$ cat config.mk
export PLATFORM = sky130hd
export DESIGN_NAME = tx_ring_walker
export DESIGN_NICKNAME = d
export VERILOG_FILES = /design/src/rtl/tx_ring_walker.sv
export SDC_FILE = /design/constraint.sdc
export NUM_CORES = 1
export LEC_CHECK = 0
export ABC_AREA = 1
export BUFFER_PORTS_ARGS = -buffer_cell sky130_fd_sc_hd__buf_2
export CAP_MARGIN = 10
export CORE_ASPECT_RATIO = 0.5
export CORE_UTILIZATION = 39
export CTS_BUF_LIST = sky130_fd_sc_hd__clkbuf_16
export CTS_CLUSTER_DIAMETER = 50
export DETAILED_ROUTE_END_ITERATION = 8
export PLACE_DENSITY = 0.77
export SLEW_MARGIN = 20
export SYNTH_ARGS = -nofsm -noshare
export SYNTH_HDL_FRONTEND = slang
export SYNTH_SLANG_ARGS = --single-unit
$ cat constraint.sdc
create_clock -name clk -period 1.2 [get_ports clk]
set_input_delay 0.18 -clock clk [delete_from_list [all_inputs] [get_ports clk]]
set_output_delay 0.18 -clock clk [all_outputs]
set_load 0.005 [all_outputs]
$ cat src/rtl/tx_ring_walker.sv
module tx_ring_walker #(
  parameter int AW = 4,
  parameter int LW = 16,
  parameter int PW = 32
) (
  input  logic          clk,
  input  logic          rst_n,
  input  logic          start,
  input  logic [AW-1:0] ring_base,
  output logic          mem_rd,
  output logic          mem_wr,
  output logic [AW-1:0] mem_addr,
  output logic [63:0]   mem_wdata,
  input  logic [63:0]   mem_rdata,
  output logic          mv_valid,
  input  logic          mv_ready,
  output logic [PW-1:0] mv_addr,
  output logic [LW-1:0] mv_len,
  output logic          mv_last,
  output logic          mv_pad,
  input  logic          mv_done,
  input  logic          mv_err,
  input  logic          buf_en,
  input  logic          frm_en,
  input  logic          clr_buf,
  input  logic          clr_frm,
  output logic          buf_ev,
  output logic          frm_ev,
  output logic          irq
);
  localparam int DW    = 64;
  localparam int B_OWN = DW - 1;
  localparam int B_PAD = DW - 2;
  localparam int B_WRP = DW - 3;
  localparam int B_NTF = DW - 4;
  localparam int B_EOF = DW - 5;
  localparam int B_ERR = DW - 7;

  typedef enum logic [2:0] {S_IDLE, S_FETCH, S_LOAD, S_OFFER, S_BUSY, S_WB} st_t;

  st_t           st;
  logic [AW-1:0] cur;
  logic [DW-1:0] desc;
  logic          need_base, first, fpad, flush, err_q;
  logic          buf_set, frm_set;

  wire d_wrap = desc[B_WRP];
  wire d_ntf  = desc[B_NTF];
  wire d_eof  = desc[B_EOF];

  assign mem_rd    = (st == S_FETCH);
  assign mem_wr    = (st == S_WB);
  assign mem_addr  = cur;
  assign mem_wdata = {1'b0, desc[B_OWN-1:B_ERR+1], err_q, desc[B_ERR-1:0]};

  assign mv_valid = (st == S_OFFER);
  assign mv_addr  = desc[PW-1:0];
  assign mv_len   = desc[PW+LW-1:PW];
  assign mv_last  = d_eof;
  assign mv_pad   = fpad;

  assign buf_set = mem_wr && d_ntf && !flush && !d_eof && !err_q;
  assign frm_set = mem_wr && d_ntf && !flush && (d_eof || err_q);
  assign irq     = (buf_ev && buf_en) || (frm_ev && frm_en);

  always_ff @(posedge clk) begin
    if (!rst_n) begin
      st        <= S_IDLE;
      cur       <= '0;
      desc      <= '0;
      need_base <= 1'b1;
      first     <= 1'b1;
      fpad      <= 1'b0;
      flush     <= 1'b0;
      err_q     <= 1'b0;
    end else begin
      case (st)
        S_IDLE: if (start) begin
          if (need_base) cur <= ring_base;
          need_base <= 1'b0;
          st        <= S_FETCH;
        end
        S_FETCH: st <= S_LOAD;
        S_LOAD: begin
          desc  <= mem_rdata;
          err_q <= flush;
          if (!mem_rdata[B_OWN]) begin
            st <= S_IDLE;
          end else if (flush) begin
            st <= S_WB;
          end else begin
            if (first) fpad <= mem_rdata[B_PAD];
            st <= S_OFFER;
          end
        end
        S_OFFER: if (mv_ready) st <= S_BUSY;
        S_BUSY: if (mv_done) begin
          err_q <= mv_err;
          st    <= S_WB;
        end
        S_WB: begin
          cur   <= d_wrap ? ring_base : cur + 1'b1;
          first <= d_eof;
          flush <= !d_eof && (flush || err_q);
          st    <= S_FETCH;
        end
        default: st <= S_IDLE;
      endcase
    end
  end

  always_ff @(posedge clk) begin
    if (!rst_n) begin
      buf_ev <= 1'b0;
      frm_ev <= 1'b0;
    end else begin
      buf_ev <= (buf_ev && !clr_buf) || buf_set;
      frm_ev <= (frm_ev && !clr_frm) || frm_set;
    end
  end
endmodule

==> metrics.md, run 1 <==
| Metric | Value |
|---|---|
| Outcome | `complete, but fails checks` |
| Failing checks | `negative setup slack` |
| Die X | `132 µm` |
| Final worst path period share | `110%` |
| Drt total wl | `9030 µm` |
| Clock latency on the worst-skew pair | `330 ps` |
| Crit path kind | `reg -> reg` |
| Die area | `0.00882 mm²` |
| Synth cell types | `30` |
| CP max FO | `7` |
| Post-route ant nets | `0` |
| Final setup fails | `73` |
| Syn avg cell area | `7.64 µm²` |
| Clk slew on worst S/H paths | `60 ps` |
| Place WS | `-89.6 ps` |
| Crit path launch type | `flop` |
| Post-Syn Area | `0.00329 mm²` |
| Overflow after GRT | `0` |
| Area Growth Syn to Fin | `41.1%` |
| DR WL/cell | `12.7 µm` |
| Most frequent cells in the layout | `buf_2, nor2_1, dfxtp_1` |
| Most common cell after layout, fill and taps aside | `buf_2` |
| Vias in the first global route | `2753` |
| Post-layout minimum cycle time | `1320 ps` |
| Seq/Total Area, Yosys | `46.3%` |
| Cell type with the highest aggregate area in the netlist | `dfxtp_1` |
| Fmax achieved | `0.760 GHz` |
| Final WS setup | `-116 ps` |
| Yosys reg bits | `76` |
| Antenna fix cells | `0` |
| GRT Total Usage | `18.6%` |
| IO Count | `202` |
| Die Y | `66.9 µm` |
| RSZ-0062 raised after global routing | `true` |
| Max incr delay on CP | `390 ps` |
| Initial DRC Count | `140` |
| Worst endpoint data arrival time | `1560 ps` |
| PD cells | `1680 mW/mm²` |
| Design Power | `7790 µW` |
| Core ar. | `0.00809 mm²` |
| Worst EP required | `1440 ps` |
| CP max stage cell | `dfxtp_4` |
| Post-Synthesis Cells | `430` |
| Area post-placement | `0.00409 mm²` |
| Htree depth | `3` |
| Layout cells sized above 1 | `47.9%` |
| Crit-path cells | `nor2_4 -> nand2_4 -> nor2_4 -> nand2_1 -> nand3_1 -> nand2_1 -> nor2_1` |
| Final cell count without fillers | `711` |
| Final Wtd Congestion | `0.846` |
| Final hold violations | `0` |
| Fin. max-slew vios | `0` |
| CTS sink cnt | `76` |
| Largest net degree at the start of global routing | `34` |
| Inst Count DP | `686` |
| DR DRC count | `0` |
| Port bufs | `199` |
| Clk Tree Root Cell | `clkbuf_16` |
| Synth Warn # | `0` |
| Vias | `3239` |
| Synth top area cells | `dfxtp_1, nor2_1, buf_4` |
| TritonCTS clock tree | `done` |
| Drt pass-1 iters | `4` |
| Post-CTS Hold Buffers | `0` |
| Clock Skew | `5.35 ps` |
| DR vias/cell | `4.56` |
| CTS max path bufs | `2` |
| Fillcell total | `727` |
| Design Area, Final | `0.00464 mm²` |
| Post-synth top area share | `46.3%` |
| Max_cap viols | `0` |
| Worst hold path type | `in -> reg` |
| Leakage | `0.00237 µW` |
| Syn nets | `509` |
| Maximum vdd drop | `0.827 mV` |
| Final Net Count | `674` |
| Global-route wire length before repair | `12800 µm` |
| Post-DP HPWL | `6010 µm` |
| Tightest hold margin | `84.9 ps` |
| Initial Util | `40.6%` |
| CP Capture Type | `flop` |
| Rows | `23` |
| CTS buffer count | `9` |
| Initial antenna violation count | `0` |
state kept, by name (all words and copies together), names as in the netlist:
register	count
desc	62
first	1
mv_pad	1
mem_addr	4
flush	1
frm_ev	1
st	3
buf_ev	1
err_q	1
need_base	1
area by class of cell:
| type | count | area [µm²] | area share, % |
|---|---|---|---|
| timing repair buffer | 225 | 1310 | 28.2 |
| inverter | 16 | 72.6 | 1.56 |
| sequential | 76 | 1530 | 33.0 |
| clock buffer | 9 | 225 | 4.85 |
| multi-input combinational | 267 | 1340 | 28.9 |
| clock inverter | 6 | 25.0 | 0.539 |
| tap | 112 | 140 | 3.02 |
cells in the mapped netlist, drive strengths merged:
cell type,number
nor2,136
dfxtp,76
o21ai,73
buf,65
nand2,27
inv,16
a21oi,10
nand3,9
clkbuf,6
nand4,2
or2,2
a21o,1
a22o,1
a31oi,1
conb,1
ha,1
nand3b,1
nor3,1
xnor2,1
critical path, delay by kind of cell, from the launching register on:
kind | cells | cell delay (ps)
flops | 1 | 390
simple gates | 7 | 860
cells by family (layout without fill, tap and decap cells):
group                      after synthesis  after routing  share of synthesized area, %
and+or+nand+nor                        178            178                          22.3
DFF                                     76             76                          46.3
buffers and inverters                   87            256                          17.2
adders and majority gates                1              1                         0.381
xor gates and xnor gates                 1              1                         0.267
other                                    1              1                         0.114
AOI/OAI and AO/OA                       86             86                          13.5
metrics by stage:
stage	setup TNS [ps]	utilization [%]
final	-1900	57.4
after global routing	-6230	57.4
after CTS	-1560	55.1
after detailed placement	-1450	50.5
after global placement	-269	50.5
after floorplan	0	-
per-layer routing:
metal,share of wire (%),up-vias,GRT usage (%)
met1,41,1471,20.0
met5,0,-,0
met4,1.8,0,6.98
met3,4.3,17,5.56
li1,-,1651,-
met2,53,100,35.0
power by group:
group / leakage, µW / internal [µW] / switching (µW)
sequential: 0.000623 / 2920 / 303
combinational: 0.00161 / 1110 / 1170
clock: 0.000133 / 1350 / 945
repair_timing:
action	in CTS	in global routing
cloned	0	1
pin swaps	5	19
endpoints found under the setup margin	48	78
buffers inserted	7	3
resized for setup	78	41
worst paths after layout:
kind	to	from	cells past startpoint	slack [ps]
max reg2reg	st[2]	st[0]	7	-120
min reg2reg	need_base	need_base	2	470
max	st[2]	st[0]	7	-120
min	desc[21]	mem_rdata[21]	3	80
Note: power is estimated with default switching activity, not from simulation.
==> run 2, diff against run 1 <==
--- a/config.mk
+++ b/config.mk
@@ -18,3 +18,4 @@
 export SYNTH_ARGS = -nofsm -noshare
 export SYNTH_HDL_FRONTEND = slang
 export SYNTH_SLANG_ARGS = --single-unit
+export TNS_END_PERCENT = 20
==> metrics.md, run 2 (synthesized netlist as in run 1, its figures left out) <==
| Metric | Value |
|---|---|
| Post-route ant nets | `0 (unchanged)` |
| Drt total wl | `8370 µm (was 9030 µm)` |
| Largest net degree at the start of global routing | `34 (unchanged)` |
| Die area | `0.00882 mm² (unchanged)` |
| Crit path from | `st[2] (was st[0])` |
| Initial Util | `40.6% (unchanged)` |
| Final WS setup | `-94.7 ps (was -116 ps)` |
| Clk Tree Root Cell | `clkbuf_16 (unchanged)` |
| Most frequent cells in the layout | `buf_2, nor2_1, dfxtp_1 (unchanged)` |
| Post-CTS Hold Buffers | `0 (unchanged)` |
| Worst r2r path cells | `6 (was 7)` |
| Rows | `23 (unchanged)` |
| GRT Total Usage | `18.5% (was 18.6%)` |
| Leakage | `0.00234 µW (was 0.00237 µW)` |
| Initial DRC Count | `138 (was 140)` |
| Int Pwr | `5310 µW (was 5370 µW)` |
| CTS sink cnt | `76 (unchanged)` |
| Clock Skew | `4.17 ps (was 5.35 ps)` |
| Final Net Count | `672 (was 674)` |
| Sequential share of power | `42.0% (was 41.3%)` |
| Max reg flops | `62 (unchanged)` |
| Max_cap viols | `0 (unchanged)` |
| Worst reg2reg path startpoint | `st[2] (was st[0])` |
| Maximum vdd drop | `0.894 mV (was 0.827 mV)` |
| Area Growth Syn to Fin | `37.4% (was 41.1%)` |
| Core ar. | `0.00809 mm² (unchanged)` |
| Clk slew on worst S/H paths | `60 ps (about the same)` |
| Port bufs | `199 (unchanged)` |
| Most common cell after layout, fill and taps aside | `buf_2 (unchanged)` |
| Design Area, Final | `0.00452 mm² (was 0.00464 mm²)` |
| IO Count | `202 (unchanged)` |
| Setup_tns | `-612 ps (was -1900 ps)` |
| TritonCTS clock tree | `done (unchanged)` |
| Fin. max-slew vios | `0 (unchanged)` |
| Final worst path period share | `108% (was 110%)` |
| RSZ-0062 raised after global routing | `true (unchanged)` |
| Crit path kind | `reg -> reg (unchanged)` |
| Clock latency on the worst-skew pair | `320 ps (was 330 ps)` |
| Comb power frac | `28.0% (was 29.2%)` |
| DR WL/cell | `11.8 µm (was 12.7 µm)` |
| Switching power | `2300 µW (was 2420 µW)` |
| Antenna fix cells | `0 (unchanged)` |
| Design Power | `7620 µW (was 7790 µW)` |
| PD cells | `1690 mW/mm² (was 1680 mW/mm²)` |
| Final hold violations | `0 (unchanged)` |
| Final Wtd Congestion | `0.846 (unchanged)` |
| Worst endpoint data arrival time | `1500 ps (was 1560 ps)` |
| Crit path launch type | `flop (unchanged)` |
| Htree depth | `3 (unchanged)` |
| Die X | `132 µm (unchanged)` |
| CP max FO | `3 (was 7)` |
| DR vias/cell | `4.46 (was 4.56)` |
| DR DRC count | `0 (unchanged)` |
| Vias | `3165 (was 3239)` |
| Net Sw Frac | `30.2% (was 31.0%)` |
| Overflow after GRT | `0 (unchanged)` |
| Drt pass-1 iters | `4 (unchanged)` |
| Initial antenna violation count | `0 (unchanged)` |
| Clk pwr share | `30.0% (was 29.4%)` |
| Worst r2r dst | `st[2] (unchanged)` |
| Outcome | `complete, but fails checks (unchanged)` |
| Reg2Reg Setup Slack | `-90 ps (was -120 ps)` |
| Area post-placement | `0.00409 mm² (unchanged)` |
| Fmax achieved | `0.772 GHz (was 0.760 GHz)` |
| Post-layout minimum cycle time | `1290 ps (was 1320 ps)` |
| CP Capture Type | `flop (unchanged)` |
| CP endpoint | `st[2] (unchanged)` |
| Failing checks | `negative setup slack (unchanged)` |
| Worst EP required | `1400 ps (was 1440 ps)` |
| Final setup fails | `30 (was 73)` |
| Layout cells sized above 1 | `44.9% (was 47.9%)` |
| CTS max path bufs | `2 (unchanged)` |
| Die Y | `66.9 µm (unchanged)` |
| Place WS | `-89.6 ps (unchanged)` |
| Global-route wire length before repair | `12800 µm (about the same)` |
| Largest reg by FF count | `desc (unchanged)` |
| Worst hold path type | `in -> reg (unchanged)` |
| Post-DP HPWL | `6010 µm (unchanged)` |
| Vias in the first global route | `2787 (was 2753)` |
| CTS buffer count | `9 (unchanged)` |
## run 2: cell count changes in the layout (fill, tap and decap cells not counted), sizes merged
cell	previous run	this run
buf	224	223
clkbuf	10	9
## run 2: final cells by class
cell class / instances / area, µm²
multi-input combinational: 267 / 1270
timing repair buffer: 223 / 1270
fill: 751 / 3570
inverter: 16 / 65.1
tap: 112 / 140
clock buffer: 9 / 225
clock inverter: 6 / 25.0
sequential: 76 / 1530
## run 2: metal layers
metal,global-route usage (%),routed length [µm],part of all wire (%),vias to the layer above
li1,-,-,-,1647
met1,19.8,3490,42,1416
met2,34.5,4380,52,87
met3,5.33,352,4.2,15
met4,9.01,148,1.8,0
met5,0,0,0,-
## run 2: stage by stage
step | cells | util [%] | hold slack, ps
2_1_floorplan | 430 | - | 325
3_3_place_gp | 686 | 50.5 | 417
3_5_place_dp | 686 | 50.5 | 424
4_1_cts | 707 | 54.9 | 74.6
5_1_grt | 709 | 55.9 | 81.5
6_report | 709 | 55.9 | 86.2
## run 2: worst min path at each step
stage	start	to	slack, ps	cells after the start
2_1_floorplan	mem_rdata[31]	desc[31]	330	2
3_3_place_gp	mem_rdata[36]	desc[36]	420	3
3_5_place_dp	mem_rdata[36]	desc[36]	420	3
4_1_cts	mem_rdata[18]	desc[18]	70	3
5_1_grt	mem_rdata[12]	desc[12]	80	3
6_report	mem_rdata[21]	desc[21]	90	3
## run 2: critical path, cell delays in order (launching register included)
cell	delay (ps)
dfxtp_2	320
buf_6	110
nor2_4	130
nand3b_1	170
buf_4	180
a31oi_1	180
nor2_1	90
## run 2: timing repair
action | in CTS | in global routing
buffers inserted | 7 | 2
endpoints found under the setup margin | 48 | 78
pin swaps | 2 | 14
resized for setup | 63 | 23
## run 2: power by group through the flow
stage               Combinational, µW  Clock, µW  Sequential (µW)
finish                           2130       2290             3200
global route                     2390       2490             3250
CTS                              2050       2350             3200
detailed placement               1930          0             3240
global placement                 1890          0             3220
floorplan                        1280          0             3270
==> run 3, diff against run 2 <==
==> constraint.sdc (replaced) <==
create_clock -name clk -period 1.2 [get_ports clk]
set_input_delay 0.12 -clock clk [delete_from_list [all_inputs] [get_ports clk]]
set_output_delay 0.12 -clock clk [all_outputs]
set_load 0.005 [all_outputs]
==> metrics.md, run 3 (synthesized netlist as in run 1, its figures left out) <==
| Metric | Value |
|---|---|
| Worst Hold Depth | `3 (unchanged)` |
| Final WS setup | `-85.7 ps (was -94.7 ps)` |
| Most common cell after layout, fill and taps aside | `buf_2 (unchanged)` |
| Overflow after GRT | `0 (unchanged)` |
| Final worst path period share | `107% (was 108%)` |
| Final Wtd Congestion | `0.838 (was 0.846)` |
| Largest net degree at the start of global routing | `23 (was 34)` |
| Die area | `0.00882 mm² (unchanged)` |
| Worst r2r path cells | `8 (was 6)` |
| Hold Path End | `desc[18] (was desc[21])` |
| Max reg flops | `62 (unchanged)` |
| DR vias/cell | `4.52 (was 4.46)` |
| CTS sink cnt | `76 (unchanged)` |
| CTS buffer count | `9 (unchanged)` |
| Post-DP HPWL | `6070 µm (was 6010 µm)` |
| Rows | `23 (unchanged)` |
| DR DRC count | `0 (unchanged)` |
| Place WS | `-81.7 ps (was -89.6 ps)` |
| Final hold violations | `0 (unchanged)` |
| Initial Util | `40.6% (unchanged)` |
| DR WL/cell | `11.8 µm (about the same)` |
| Reg2Reg Setup Slack | `-90 ps (about the same)` |
| Final Net Count | `672 (unchanged)` |
| Core ar. | `0.00809 mm² (unchanged)` |
| Die X | `132 µm (unchanged)` |
| Fillcell total | `740 (was 751)` |
| Most frequent cells in the layout | `buf_2, nor2_1, dfxtp_1 (unchanged)` |
| Htree depth | `3 (unchanged)` |
| Leakage | `0.00237 µW (was 0.00234 µW)` |
| Finished Core Util | `57.0% (was 55.9%)` |
| Die Y | `66.9 µm (unchanged)` |
| Worst EP required | `1460 ps (was 1400 ps)` |
| CP max FO | `6 (was 3)` |
| IO Count | `202 (unchanged)` |
| Clock Skew | `3.37 ps (was 4.17 ps)` |
| Post-route ant nets | `0 (unchanged)` |
| Largest reg by FF count | `desc (unchanged)` |
| Max_cap viols | `0 (unchanged)` |
| Port bufs | `199 (unchanged)` |
| GRT Total Usage | `18.1% (was 18.5%)` |
| Clock latency on the worst-skew pair | `330 ps (was 320 ps)` |
| Initial DRC Count | `154 (was 138)` |
| Worst hold path type | `in -> reg (unchanged)` |
| Crit path kind | `reg -> reg (unchanged)` |
| Vias | `3206 (was 3165)` |
| Initial antenna violation count | `0 (unchanged)` |
| Antenna fix cells | `0 (unchanged)` |
| Clk Tree Root Cell | `clkbuf_16 (unchanged)` |
| TritonCTS clock tree | `done (unchanged)` |
| Post-CTS Hold Buffers | `0 (unchanged)` |
| Worst endpoint data arrival time | `1550 ps (was 1500 ps)` |
| Layout cells sized above 1 | `43.6% (was 44.9%)` |
| PD cells | `1760 mW/mm² (was 1690 mW/mm²)` |
| Final setup fails | `46 (was 30)` |
| Vias in the first global route | `2641 (was 2787)` |
| Fmax achieved | `0.778 GHz (was 0.772 GHz)` |
| CTS max path bufs | `2 (unchanged)` |
| Failing checks | `negative setup slack (unchanged)` |
| Drt pass-1 iters | `4 (unchanged)` |
| Area Growth Syn to Fin | `40.1% (was 37.4%)` |
| Crit path launch type | `flop (unchanged)` |
| Worst reg2reg path startpoint | `st[2] (unchanged)` |
| Fin. max-slew vios | `0 (unchanged)` |
| Outcome | `complete, but fails checks (unchanged)` |
| Worst r2r dst | `mem_addr[3] (was st[2])` |
| Maximum vdd drop | `0.853 mV (was 0.894 mV)` |
| Global-route wire length before repair | `12500 µm (was 12800 µm)` |
| Min-delay src | `mem_rdata[18] (was mem_rdata[21])` |
| Drt total wl | `8360 µm (was 8370 µm)` |
| RSZ-0062 raised after global routing | `true (unchanged)` |
| Clk slew on worst S/H paths | `60 ps (about the same)` |
| Post-layout minimum cycle time | `1290 ps (about the same)` |
| CP Capture Type | `flop (unchanged)` |
## run 3: cell types whose count changed in the layout (fill, tap and decap cells not counted), moves of 3 or more
| cell | previous run | this run |
|---|---|---|
| o21ai_0 | 10 | 48 |
| o21ai_1 | 58 | 22 |
| buf_4 | 15 | 8 |
| buf_6 | 6 | 11 |
| nand2_1 | 20 | 24 |
| inv_1 | 12 | 9 |
| nand2_2 | 5 | 2 |
## run 3: cell type report
class                           instances  area (µm²)  area share, %
Sequential cell                        76        1530           33.2
Timing Repair Buffer                  223        1320           28.6
Multi-Input combinational cell        267        1240           26.9
Clock buffer                            9         225           4.89
Tap cell                              112         140           3.04
Clock inverter                          7        81.3           1.77
Inverter                               16        75.1           1.63
## run 3: power breakdown
group / internal (µW) / switching, µW
sequential: 2920 / 291
combinational: 1060 / 1050
clock: 1790 / 979
## run 3: per-layer routing
metal  vias up  wire length (µm)  GRT usage (%)
met3        15               399           5.94
li1       1650                 -              -
met5         -                 0              0
met2       101              4180           31.8
met1      1440              3630           20.7
met4         0               151           7.56
## run 3: worst max-delay path, cell delays in order (launching register included)
cell	delay, ps
dfxtp_2	330
buf_6	110
nor2_4	120
buf_6	120
nand3b_1	100
nand2_2	150
buf_4	120
nand2_1	40
a21oi_1	130
## run 3: metrics by stage
| step | hold WS, ps | cells | power (µW) | TNS (ps) | cell area (µm²) |
|---|---|---|---|---|---|
| after floorplan | 265 | 430 | 4540 | 0 | 3290 |
| after global placement | 352 | 689 | 5150 | -42.7 | 4120 |
| after detailed placement | 361 | 689 | 5210 | -303 | 4120 |
| after CTS | 9.99 | 708 | 8100 | -570 | 4520 |
| after global routing | 27.6 | 710 | 8600 | -6490 | 4610 |
| final | 23.4 | 710 | 8090 | -1020 | 4610 |
## run 3: what timing repair did
action,4_1_cts,5_1_grt
setup buffers,4,1
endpoints found under the hold margin,0,0
pin swaps,3,4
endpoints found under the setup margin,12,76
gates resized for setup,28,20
cloned,0,1
## run 3: how the worst max path moves through the flow
| stage | from | endpoint | slack, ps |
|---|---|---|---|
| floorplan | st[2] | desc[43] | 40 |
| finish | st[2] | mem_addr[3] | -90 |
| global route | st[2] | st[2] | -170 |
| global placement | st[0] | err_q | -30 |
| CTS | st[2] | mem_addr[2] | -70 |
| detailed placement | st[0] | err_q | -80 |
